File: src/rtl/fuse_seq_pkg.sv
package fuse_seq_pkg;

    localparam int CW = 12;

    typedef enum logic [3:0] {
        S_IDLE,
        S_RD_PRE,
        S_RD_STB,
        S_RD_POST,
        S_BIT_SEL,
        S_PG_STB,
        S_PG_RLX,
        S_GAP,
        S_RL_PRE,
        S_RL_STB,
        S_RL_POST
    } seq_state_t;

    typedef struct packed {
        logic [11:0] prog;
        logic [3:0]  relax;
        logic [5:0]  rd;
    } tcfg_t;

    // Unpack the timing word; zero fields are stretched to one cycle.
    function automatic tcfg_t decode_timing(input logic [31:0] w);
        tcfg_t t;
        t.prog  = (w[11:0]  == '0) ? 12'd1 : w[11:0];
        t.relax = (w[15:12] == '0) ? 4'd1  : w[15:12];
        t.rd    = (w[21:16] == '0) ? 6'd1  : w[21:16];
        return t;
    endfunction

endpackage

File: src/rtl/fuse_seq_timer.sv
module fuse_seq_timer #(
    parameter int TW = 12
) (
    input  logic          clk,
    input  logic          rst_n,
    input  logic          load,
    input  logic [TW-1:0] load_val,
    output logic          zero
);
    logic [TW-1:0] cnt;

    always_ff @(posedge clk or negedge rst_n) begin
        if (!rst_n) begin
            cnt <= '0;
        end else if (load) begin
            cnt <= load_val;
        end else if (cnt != '0) begin
            cnt <= cnt - TW'(1);
        end
    end

    assign zero = (cnt == '0);
endmodule

File: src/rtl/fuse_seq_shifter.sv
module fuse_seq_shifter #(
    parameter int W = 32
) (
    input  logic         clk,
    input  logic         rst_n,
    input  logic         load,
    input  logic [W-1:0] load_val,
    input  logic         mask_en,
    input  logic [W-1:0] mask_val,
    input  logic         step,
    output logic         lsb
);
    logic [W-1:0] sreg;

    always_ff @(posedge clk or negedge rst_n) begin
        if (!rst_n) begin
            sreg <= '0;
        end else if (load) begin
            sreg <= load_val;
        end else if (mask_en) begin
            sreg <= sreg & ~mask_val;
        end else if (step) begin
            sreg <= {1'b0, sreg[W-1:1]};
        end
    end

    assign lsb = sreg[0];
endmodule

File: src/rtl/fuse_seq_shadow.sv
module fuse_seq_shadow #(
    parameter int W      = 32,
    parameter int NWORDS = 8,
    localparam int AW    = (NWORDS > 1) ? $clog2(NWORDS) : 1
) (
    input  logic          clk,
    input  logic          rst_n,
    input  logic          we,
    input  logic [AW-1:0] widx,
    input  logic [W-1:0]  wdata,
    input  logic [AW-1:0] sel,
    output logic [W-1:0]  rdata
);
    logic [W-1:0] mem [NWORDS];

    always_ff @(posedge clk or negedge rst_n) begin
        if (!rst_n) begin
            for (int i = 0; i < NWORDS; i++) mem[i] <= '0;
        end else if (we) begin
            mem[widx] <= wdata;
        end
    end

    assign rdata = mem[sel];
endmodule

File: src/rtl/fuse_prog_seq.sv
module fuse_prog_seq
    import fuse_seq_pkg::*;
#(
    parameter int W          = 32,
    parameter int NWORDS     = 8,
    parameter int GAP_CYCLES = 500,
    localparam int AW        = (NWORDS > 1) ? $clog2(NWORDS) : 1,
    localparam int BW        = $clog2(W)
) (
    input  logic          clk,
    input  logic          rst_n,
    input  logic          prog_start,
    input  logic [AW-1:0] prog_addr,
    input  logic [W-1:0]  prog_data,
    input  logic          reload_start,
    input  logic [31:0]   timing_cfg,
    output logic          busy,
    output logic          gap_active,
    output logic          reload_active,
    output logic [AW-1:0] fuse_addr,
    output logic [BW-1:0] fuse_bit,
    output logic          fuse_prog,
    output logic          fuse_read,
    input  logic [W-1:0]  fuse_rdata,
    input  logic [AW-1:0] shadow_sel,
    output logic [W-1:0]  shadow_word
);
    localparam int GW = $clog2(GAP_CYCLES + 1);
    localparam int TW = (GW > CW) ? GW : CW;

    seq_state_t    state, state_n;
    tcfg_t         cfg_q, cfg_use;
    logic [AW-1:0] addr_q, widx;
    logic [BW-1:0] bidx;

    logic          tz, tmr_load;
    logic [TW-1:0] tmr_val;
    logic          take_prog, take_rl, mask_en, step, widx_inc, shadow_we;
    logic          bit_last, word_last;

    assign cfg_use   = (state == S_IDLE) ? decode_timing(timing_cfg) : cfg_q;
    assign bit_last  = (bidx == BW'(W - 1));
    assign word_last = (widx == AW'(NWORDS - 1));

    // Next-state and control decode
    always_comb begin
        state_n   = state;
        tmr_load  = 1'b0;
        tmr_val   = '0;
        take_prog = 1'b0;
        take_rl   = 1'b0;
        mask_en   = 1'b0;
        step      = 1'b0;
        widx_inc  = 1'b0;
        shadow_we = 1'b0;
        unique case (state)
            S_IDLE: begin
                if (prog_start) begin
                    take_prog = 1'b1;
                    state_n   = S_RD_PRE;
                    tmr_load  = 1'b1;
                    tmr_val   = TW'(cfg_use.relax) - TW'(1);
                end else if (reload_start) begin
                    take_rl  = 1'b1;
                    state_n  = S_RL_PRE;
                    tmr_load = 1'b1;
                    tmr_val  = TW'(cfg_use.relax) - TW'(1);
                end
            end
            S_RD_PRE: if (tz) begin
                state_n  = S_RD_STB;
                tmr_load = 1'b1;
                tmr_val  = TW'(cfg_use.rd) - TW'(1);
            end
            S_RD_STB: if (tz) begin
                mask_en  = 1'b1;
                state_n  = S_RD_POST;
                tmr_load = 1'b1;
                tmr_val  = TW'(cfg_use.relax) - TW'(1);
            end
            S_RD_POST: if (tz) begin
                state_n = S_BIT_SEL;
            end
            S_BIT_SEL: begin
                if (lsb) begin
                    state_n  = S_PG_STB;
                    tmr_load = 1'b1;
                    tmr_val  = TW'(cfg_use.prog) - TW'(1);
                end else begin
                    step = 1'b1;
                    if (bit_last) begin
                        state_n  = S_GAP;
                        tmr_load = 1'b1;
                        tmr_val  = TW'(GAP_CYCLES - 1);
                    end
                end
            end
            S_PG_STB: if (tz) begin
                state_n  = S_PG_RLX;
                tmr_load = 1'b1;
                tmr_val  = TW'(cfg_use.relax) - TW'(1);
            end
            S_PG_RLX: if (tz) begin
                step = 1'b1;
                if (bit_last) begin
                    state_n  = S_GAP;
                    tmr_load = 1'b1;
                    tmr_val  = TW'(GAP_CYCLES - 1);
                end else begin
                    state_n = S_BIT_SEL;
                end
            end
            S_GAP: if (tz) begin
                state_n = S_IDLE;
            end
            S_RL_PRE: if (tz) begin
                state_n  = S_RL_STB;
                tmr_load = 1'b1;
                tmr_val  = TW'(cfg_use.rd) - TW'(1);
            end
            S_RL_STB: if (tz) begin
                shadow_we = 1'b1;
                state_n   = S_RL_POST;
                tmr_load  = 1'b1;
                tmr_val   = TW'(cfg_use.relax) - TW'(1);
            end
            S_RL_POST: if (tz) begin
                if (word_last) begin
                    state_n = S_IDLE;
                end else begin
                    widx_inc = 1'b1;
                    state_n  = S_RL_PRE;
                    tmr_load = 1'b1;
                    tmr_val  = TW'(cfg_use.relax) - TW'(1);
                end
            end
            default: state_n = S_IDLE;
        endcase
    end

    // State register and operation context
    always_ff @(posedge clk or negedge rst_n) begin
        if (!rst_n) begin
            state  <= S_IDLE;
            cfg_q  <= '0;
            addr_q <= '0;
            widx   <= '0;
            bidx   <= '0;
        end else begin
            state <= state_n;
            if (take_prog || take_rl) cfg_q <= cfg_use;
            if (take_prog) begin
                addr_q <= prog_addr;
                bidx   <= '0;
            end else if (step && !bit_last) begin
                bidx <= bidx + BW'(1);
            end
            if (take_rl) widx <= '0;
            else if (widx_inc) widx <= widx + AW'(1);
        end
    end

    // Outputs decoded from state
    always_comb begin
        busy          = 1'b0;
        gap_active    = 1'b0;
        reload_active = 1'b0;
        fuse_prog     = 1'b0;
        fuse_read     = 1'b0;
        fuse_addr     = addr_q;
        fuse_bit      = bidx;
        unique case (state)
            S_IDLE: ;
            S_GAP: gap_active = 1'b1;
            S_RD_PRE, S_RD_POST, S_BIT_SEL, S_PG_RLX: busy = 1'b1;
            S_RD_STB: begin
                busy      = 1'b1;
                fuse_read = 1'b1;
            end
            S_PG_STB: begin
                busy      = 1'b1;
                fuse_prog = 1'b1;
            end
            S_RL_PRE, S_RL_POST: begin
                busy          = 1'b1;
                reload_active = 1'b1;
                fuse_addr     = widx;
            end
            S_RL_STB: begin
                busy          = 1'b1;
                reload_active = 1'b1;
                fuse_read     = 1'b1;
                fuse_addr     = widx;
            end
            default: ;
        endcase
    end

    logic lsb;

    fuse_seq_timer #(.TW(TW)) u_timer (
        .clk      (clk),
        .rst_n    (rst_n),
        .load     (tmr_load),
        .load_val (tmr_val),
        .zero     (tz)
    );

    fuse_seq_shifter #(.W(W)) u_shift (
        .clk      (clk),
        .rst_n    (rst_n),
        .load     (take_prog),
        .load_val (prog_data),
        .mask_en  (mask_en),
        .mask_val (fuse_rdata),
        .step     (step),
        .lsb      (lsb)
    );

    fuse_seq_shadow #(.W(W), .NWORDS(NWORDS)) u_shadow (
        .clk   (clk),
        .rst_n (rst_n),
        .we    (shadow_we),
        .widx  (widx),
        .wdata (fuse_rdata),
        .sel   (shadow_sel),
        .rdata (shadow_word)
    );
endmodule

File: config.mk
export PLATFORM = sky130hd
export DESIGN_NAME = fuse_prog_seq
export DESIGN_NICKNAME = d
export VERILOG_FILES = /design/src/rtl/fuse_seq_pkg.sv /design/src/rtl/fuse_seq_timer.sv /design/src/rtl/fuse_seq_shifter.sv /design/src/rtl/fuse_seq_shadow.sv /design/src/rtl/fuse_prog_seq.sv
export SDC_FILE = /design/constraint.sdc
export NUM_CORES = 1
export LEC_CHECK = 0
export BUFFER_PORTS_ARGS = -buffer_cell sky130_fd_sc_hd__clkbuf_2
export CORE_MARGIN = 3
export CORE_UTILIZATION = 28
export CTS_BUF_LIST = sky130_fd_sc_hd__clkbuf_4 sky130_fd_sc_hd__clkbuf_8
export DETAILED_ROUTE_END_ITERATION = 12
export PLACE_DENSITY = 0.43
export SYNTH_ARGS = -nofsm -noshare
export SYNTH_HDL_FRONTEND = slang
export SYNTH_SLANG_ARGS = --single-unit
export TNS_END_PERCENT = 5
File: constraint.sdc
create_clock -name clk -period 3.9 [get_ports clk]
set_clock_uncertainty 0.1 [all_clocks]
set_input_delay 0.585 -clock clk [delete_from_list [all_inputs] [get_ports clk]]
set_output_delay 0.585 -clock clk [all_outputs]
set_load 0.01 [all_outputs]
Word level (Yosys, flattened, before mapping). Index checks and enable logic that the tools add are counted. Widths: inputs -> output; s select.

Register bits after elaboration: 337. Latch bits: 0. Bits in writable memories: 0. Memory bits (read-only): 0. Input port bits: 106. Output and inout port bits: 45. Word-level logic and storage cells: 143. Memories kept: 0.

Add/subtract/negate cells: 6. $mul: 0. Div/mod/pow operators: 0. $lt $le $gt $ge: 3. Equality and inequality tests: 23. Shifts and indexed selects: 0. Muxes and demuxes: 69. Bitwise gates (word level): 4. Reduce and logical (&&, ||, !) cells: 21.

Operators with widths (number): $bwmux 256 (1); $mux 32 (6); $mux 12 (11); $bmux 32 s3 (1); $demux 32 s3 (1); $pmux 12 s6 (1); $mux 4 (15); $pmux 4 s11 (1); $and 32x32->32 (1); $not 32->32 (1); $logic_not 12->1 (2); $sub 12x1->12 const B (2); $mux 22 (1); $mux 1 (21); $ne 2x2->1 const B (9); $eq 4x3->1 const B (4); $eq 4x4->1 const B (3); $reduce_bool 12->1 (1); $reduce_and 11->1 (1); $mux 5 (2); $mux 3 (3); $mux 9 (1); $reduce_or 9->1 (1); $eq 4x2->1 const B (2); 26 further kinds (34).

Depth between registers and ports, before layout.
Depth in word-level cells: 8. Depth in mapped cells: 13. Mapped depth without buffers: 10.

Cells and area by module. Synthesis repeated with hierarchy kept, for this count alone.

Cells, all modules: 1301. Area, all modules: 17146.4 µm².

Modules (own cells, without submodules): fuse_seq_shadow (times used 1, cells an instance 665, area an instance 11639.9 µm², seq. area each 6406.1 µm²); fuse_prog_seq (times used 1, cells an instance 354, area an instance 2926.6 µm², seq. area each 925.9 µm²); fuse_seq_shifter (times used 1, cells an instance 210, area an instance 1863.0 µm², seq. area each 800.8 µm²); fuse_seq_timer (times used 1, cells an instance 72, area an instance 716.9 µm², seq. area each 300.3 µm²).

Worst setup path after synthesis. No wires, ideal clock.

Path kind: in2out. Start: input port shadow_sel[0]. End: output port shadow_word[25]. Arrival: 2.345 ns. Data required time: 3.215 ns. Slack: 0.870 ns. Stages on the path: 4. Path buffers: 2. Cell sequence: clkbuf_1 buf_1 mux4_2 mux2_2.

Cells in the longest elaborated chain, start to end: 4.

Ends and longest elaborated chain: start, declared (line fuse_prog_seq.sv:25) `input logic [AW-1:0] shadow_sel,`; $not 3->4 (not written as such) (line fuse_seq_shadow.sv:24) `assign rdata = mem[sel];`; $bmux 32 s3 (line fuse_seq_shadow.sv:24); $mux 32 (not written as such) (2 in a row) (line fuse_seq_shadow.sv:24); end, declared (line fuse_prog_seq.sv:26) `output logic [W-1:0] shadow_word`.

No other way between the ends. The select of a mux whose other input is x is not followed.

Worst setup path in the final report.
Start: register state[1]. End: register u_timer.cnt[10].

Cells in the longest elaborated chain, start to end: 7. Elaborated cells between the ends (all ways): 27. Those cells by class: add/sub (3); eq/ne (8); mux (11); reduce/logical (5).

Ends and longest elaborated chain: start, declared (line fuse_prog_seq.sv:31) `seq_state_t state, state_n;`; start signal, assigned (line fuse_prog_seq.sv:150) `state <= state_n;`; branches (longest 7 deep; another with $sub 12x1->12); end signal, assigned (line fuse_seq_timer.sv:16) `cnt <= load_val;`; end signal, assigned (line fuse_seq_timer.sv:18) `cnt <= cnt - TW'(1);`; end, declared (line fuse_seq_timer.sv:10) `logic [TW-1:0] cnt;`.

Several ways; the timed one is not identified. A chain may end at the register's enable or synchronous reset.

==> results.txt <==
The share of synthesized flip-flops with an asynchronous set or reset came out at 100%. Measured on the finished design, the core utilization comes to 33.7%. The clock passes through at most 3 buffers.

The area growth from synthesis to final layout is 18.2%. Before CTS, the worst setup slack after placement is 0.785 ns. The number of endpoints with negative hold slack in the final report came to 0. The critical path goes through or4_4 > or3_1 > o21ai_1 > ha_1 > o21ai_0 > nor3_1 > nor2_1 > a32oi_1.

In this run, synthesis inferred 0 flip-flops with an integrated enable. The overall die area came out at 63400 sq um. In this run the worst path has a maximum fanout of 20. The max-slew violation count is 0.

Following the worst setup path forward leads to its endpoint at u_timer.cnt[10]. The share of the cycle needed by the critical path after routing is 80.1%. The routed via count divided by cell count came out at 4.90. The cell area after placement came out at 18600 sq um. The floorplan core area came out at 59400 sq um. Once the floorplan was initialized, standard cells occupied 28.5% of the core.

The slew at the pin closest to its max-slew limit is 0.744 ns. The path category of the worst min-delay check is in -> reg. The kind of cell with the highest combined delay along the critical path is simple AND/OR/NAND/NOR gates.

Entering global routing, the biggest net connects 79 pins. The critical path's largest stage delay came out at 0.76 ns. The number of hold-repair buffers added at the cts stage is 1.

The chip width is 252 um. The launching element of the worst setup path is state[1]. The total power per unit cell area came out at 395 nW/um^2.

The path type of the worst setup path is reg -> reg. Setup repair after global routing left no endpoint under its margin. Of the cells placed in the final design, the portion with a size suffix greater than 1 is 41.6%. The hold path startpoint is prog_addr[2]. Setup violations remaining at the end of the flow were counted as 0.

The synthesized area per cell came out at 13.1 sq um. The peak supply drop is 0.000177 V. The estimated wirelength of the detail-placed design is 28400 um. After routing the design area is 20000 sq um. The worst setup path is captured at a register. The Yosys step of the flow raised 0 warnings. Clock tree synthesis inserted a total of 67 buffers. The number of global-route vias before repair is 11800. In this run the static leakage power is 0.00894 uW. The critical path launch point type is a register. Summing the sequential cell areas from Yosys gives 49.9% of the chip area.

The destination of the worst register-to-register timing path is u_timer.cnt[10]. The number of buffer and inverter instances along the worst setup path is 0. The slowest stage of the critical path belongs to the cell or4_4. The worst endpoint required time is 4.31 ns. In this run the tightest slew margin relative to its limit is 50.1%. The count of nets left with antenna violations once routing finished came out at 0. The cell at the root of the clock tree is clkbuf_8. The worst path needs 3.12 ns of the cycle, external delays included. The clock latency on the worst-skew pair came out at 0.62 ns.

After detailed routing, the total wire length is 46200 um. The internal reg-to-reg setup slack came out at 0.78 ns. The detailed-routing iteration count for the pre-antenna-repair pass is 4. Synthesis inferred 337 register bits. The worst flop-to-flop path startpoint is state[1]. For this block, the initial DRC count from the detailed router was 549. Measured in cells, the most critical reg-to-reg path has a length of 8. The number of nets in the synthesized netlist is 1404. The synthesized cell area came out at 16900 sq um. The count of instances resized after the clock tree is built came out at 0.

In the final routed layout, each cell accounts on average for 20.3 um. TritonCTS built the clock tree. The remaining routing DRC violations came out at 0. The final-stage net count is 1567. The synthesized netlist cell count is 1291. The distinct cell type count after synthesis is 79.

The number of H-tree levels is 3. The placer's final routability congestion estimate is 0.757. The flow ran to the end, and the final reports show no timing, DRC or antenna violations.

The critical path runs through a total of 8 cells. The total via count after detailed routing is 11100. In the final timing run, aggregate negative setup slack is 0 ns. The data arrival time at the worst-slack endpoint came out at 3.54 ns. In this run the tool buffered the top-level ports with 140 buffer cells.

The die is 252 um tall. Leaving out fill and tap cells, the most frequent cell in the layout is dfrtp_1. Buffers added to address setup during post-CTS repair amount to 0. The count of pins on the block boundary is 151. Global routing used 14.8% of the available tracks. The number of antenna violations at the first check in global routing is 1. The final global-route overflow total came out at 0. The minimum setup slack in the final design came out at 0.776 ns. The floorplan row count came out at 89.

The first-pass GRT wire length is 72000 um. The clock edge transition at the registers on the reported setup and hold paths is 0.06 ns. Among all flip-flop cells after synthesis, the most frequent one is dfrtp_1. In the layout the commonest cells are 337 x dfrtp_1, 242 x mux2_2, 137 x clkbuf_2, 106 x nand2_1. The tool flagged a number of max-cap violations equal to 0.

The tree built by TritonCTS fans out to 337 sinks. The maximum frequency from static timing analysis is 320 MHz.
-- cell families (layout without fill, tap and decap cells) --
logic type	Yosys count	count (layout)	share of synthesized area, %
muxes	411	411	31.5
buffers and inverters	89	294	2.56
other	0	1	0
and+or+nand+nor	269	269	8.46
adders and majority gates	7	7	0.518
DFF	337	337	49.9
xor gates and xnor gates	23	23	1.19
AOI/OAI and AO/OA	155	155	5.88
-- worst min path at each step --
stage / end / depth (start not counted)
6_report: addr_q[2] / 2
5_1_grt: addr_q[0] / 2
3_5_place_dp: u_shadow.mem[100] / 1
3_3_place_gp: u_shadow.mem[122] / 1
2_1_floorplan: addr_q[0] / 0
4_1_cts: addr_q[2] / 2
-- routing by layer --
layer	GRT usage (%)	up-vias	part of all wire (%)
met3	2.99	84	4.0
met5	0	-	0
met4	4.26	0	2.3
met1	20.4	5739	48
met2	23.6	187	46
li1	-	5112	-
-- metrics by stage --
| stage | power, uW | hold WS [ns] | cells |
|---|---|---|---|
| after global placement | 4240 | 0.364 | 2157 |
| after CTS | 8090 | 0.0360 | 2269 |
| after global routing | 8290 | 0.0578 | 2270 |
| after floorplan | 3940 | 0.189 | 1291 |
| final | 7900 | 0.110 | 2270 |
| after detailed placement | 4250 | 0.370 | 2157 |
-- sequential cells by signal (all words and copies together) (netlist names) --
register      flops
cfg_q            22
u_shift.sreg     32
addr_q            3
widx              3
state             4
u_timer.cnt      12
fuse_bit          5
u_shadow.mem    256
-- area by class of cell --
| type | count | area (sq um) |
|---|---|---|
| fillers | 5877 | 39400 |
| flip-flops and latches | 337 | 8430 |
| multi-input cells | 865 | 8060 |
| clock buffers | 106 | 1340 |
| repair buffers | 176 | 1120 |
| well taps | 773 | 967 |
| clock inverters | 5 | 41.3 |
| inverters | 7 | 26.3 |
| diodes | 1 | 2.50 |
-- synth_stat cells (all sizes together), types with 3 or more instances --
| master | instances | share of area [%] |
|---|---|---|
| mux2i | 18 | 1.1 |
| xnor2 | 10 | 0.52 |
| nor2b | 5 | 0.18 |
| nor4 | 7 | 0.30 |
| nor3 | 26 | 0.87 |
| nand2 | 107 | 2.4 |
| clkbuf | 31 | 0.69 |
| dfrtp | 337 | 50 |
| a22oi | 3 | 0.13 |
| nor3b | 33 | 1.6 |
| mux4 | 64 | 8.5 |
| or3 | 3 | 0.11 |
| and3 | 5 | 0.18 |
| a32oi | 3 | 0.16 |
| a211o | 4 | 0.21 |
| mux2 | 329 | 22 |
| and2 | 6 | 0.23 |
| inv | 7 | 0.16 |
| o21ai | 53 | 1.6 |
| nor4b | 4 | 0.33 |
| buf | 51 | 1.7 |
| ha | 7 | 0.52 |
| nand3 | 5 | 0.21 |
| a2bb2oi | 3 | 0.16 |
| nand3b | 3 | 0.18 |
| o21a | 3 | 0.13 |
| xor2 | 13 | 0.67 |
| nor2 | 48 | 1.2 |
| o211ai | 3 | 0.16 |
| a311oi | 3 | 0.16 |
| a21oi | 52 | 1.5 |
| nand2b | 8 | 0.31 |
| nand4 | 4 | 0.15 |
-- power by group --
| part | total [uW] | switching, uW | internal [uW] |
|---|---|---|---|
| logic | 538 | 302 | 236 |
| clock network | 3730 | 1560 | 2170 |
| registers | 3630 | 47.4 | 3580 |
Power figures use the tool's default switching activity.
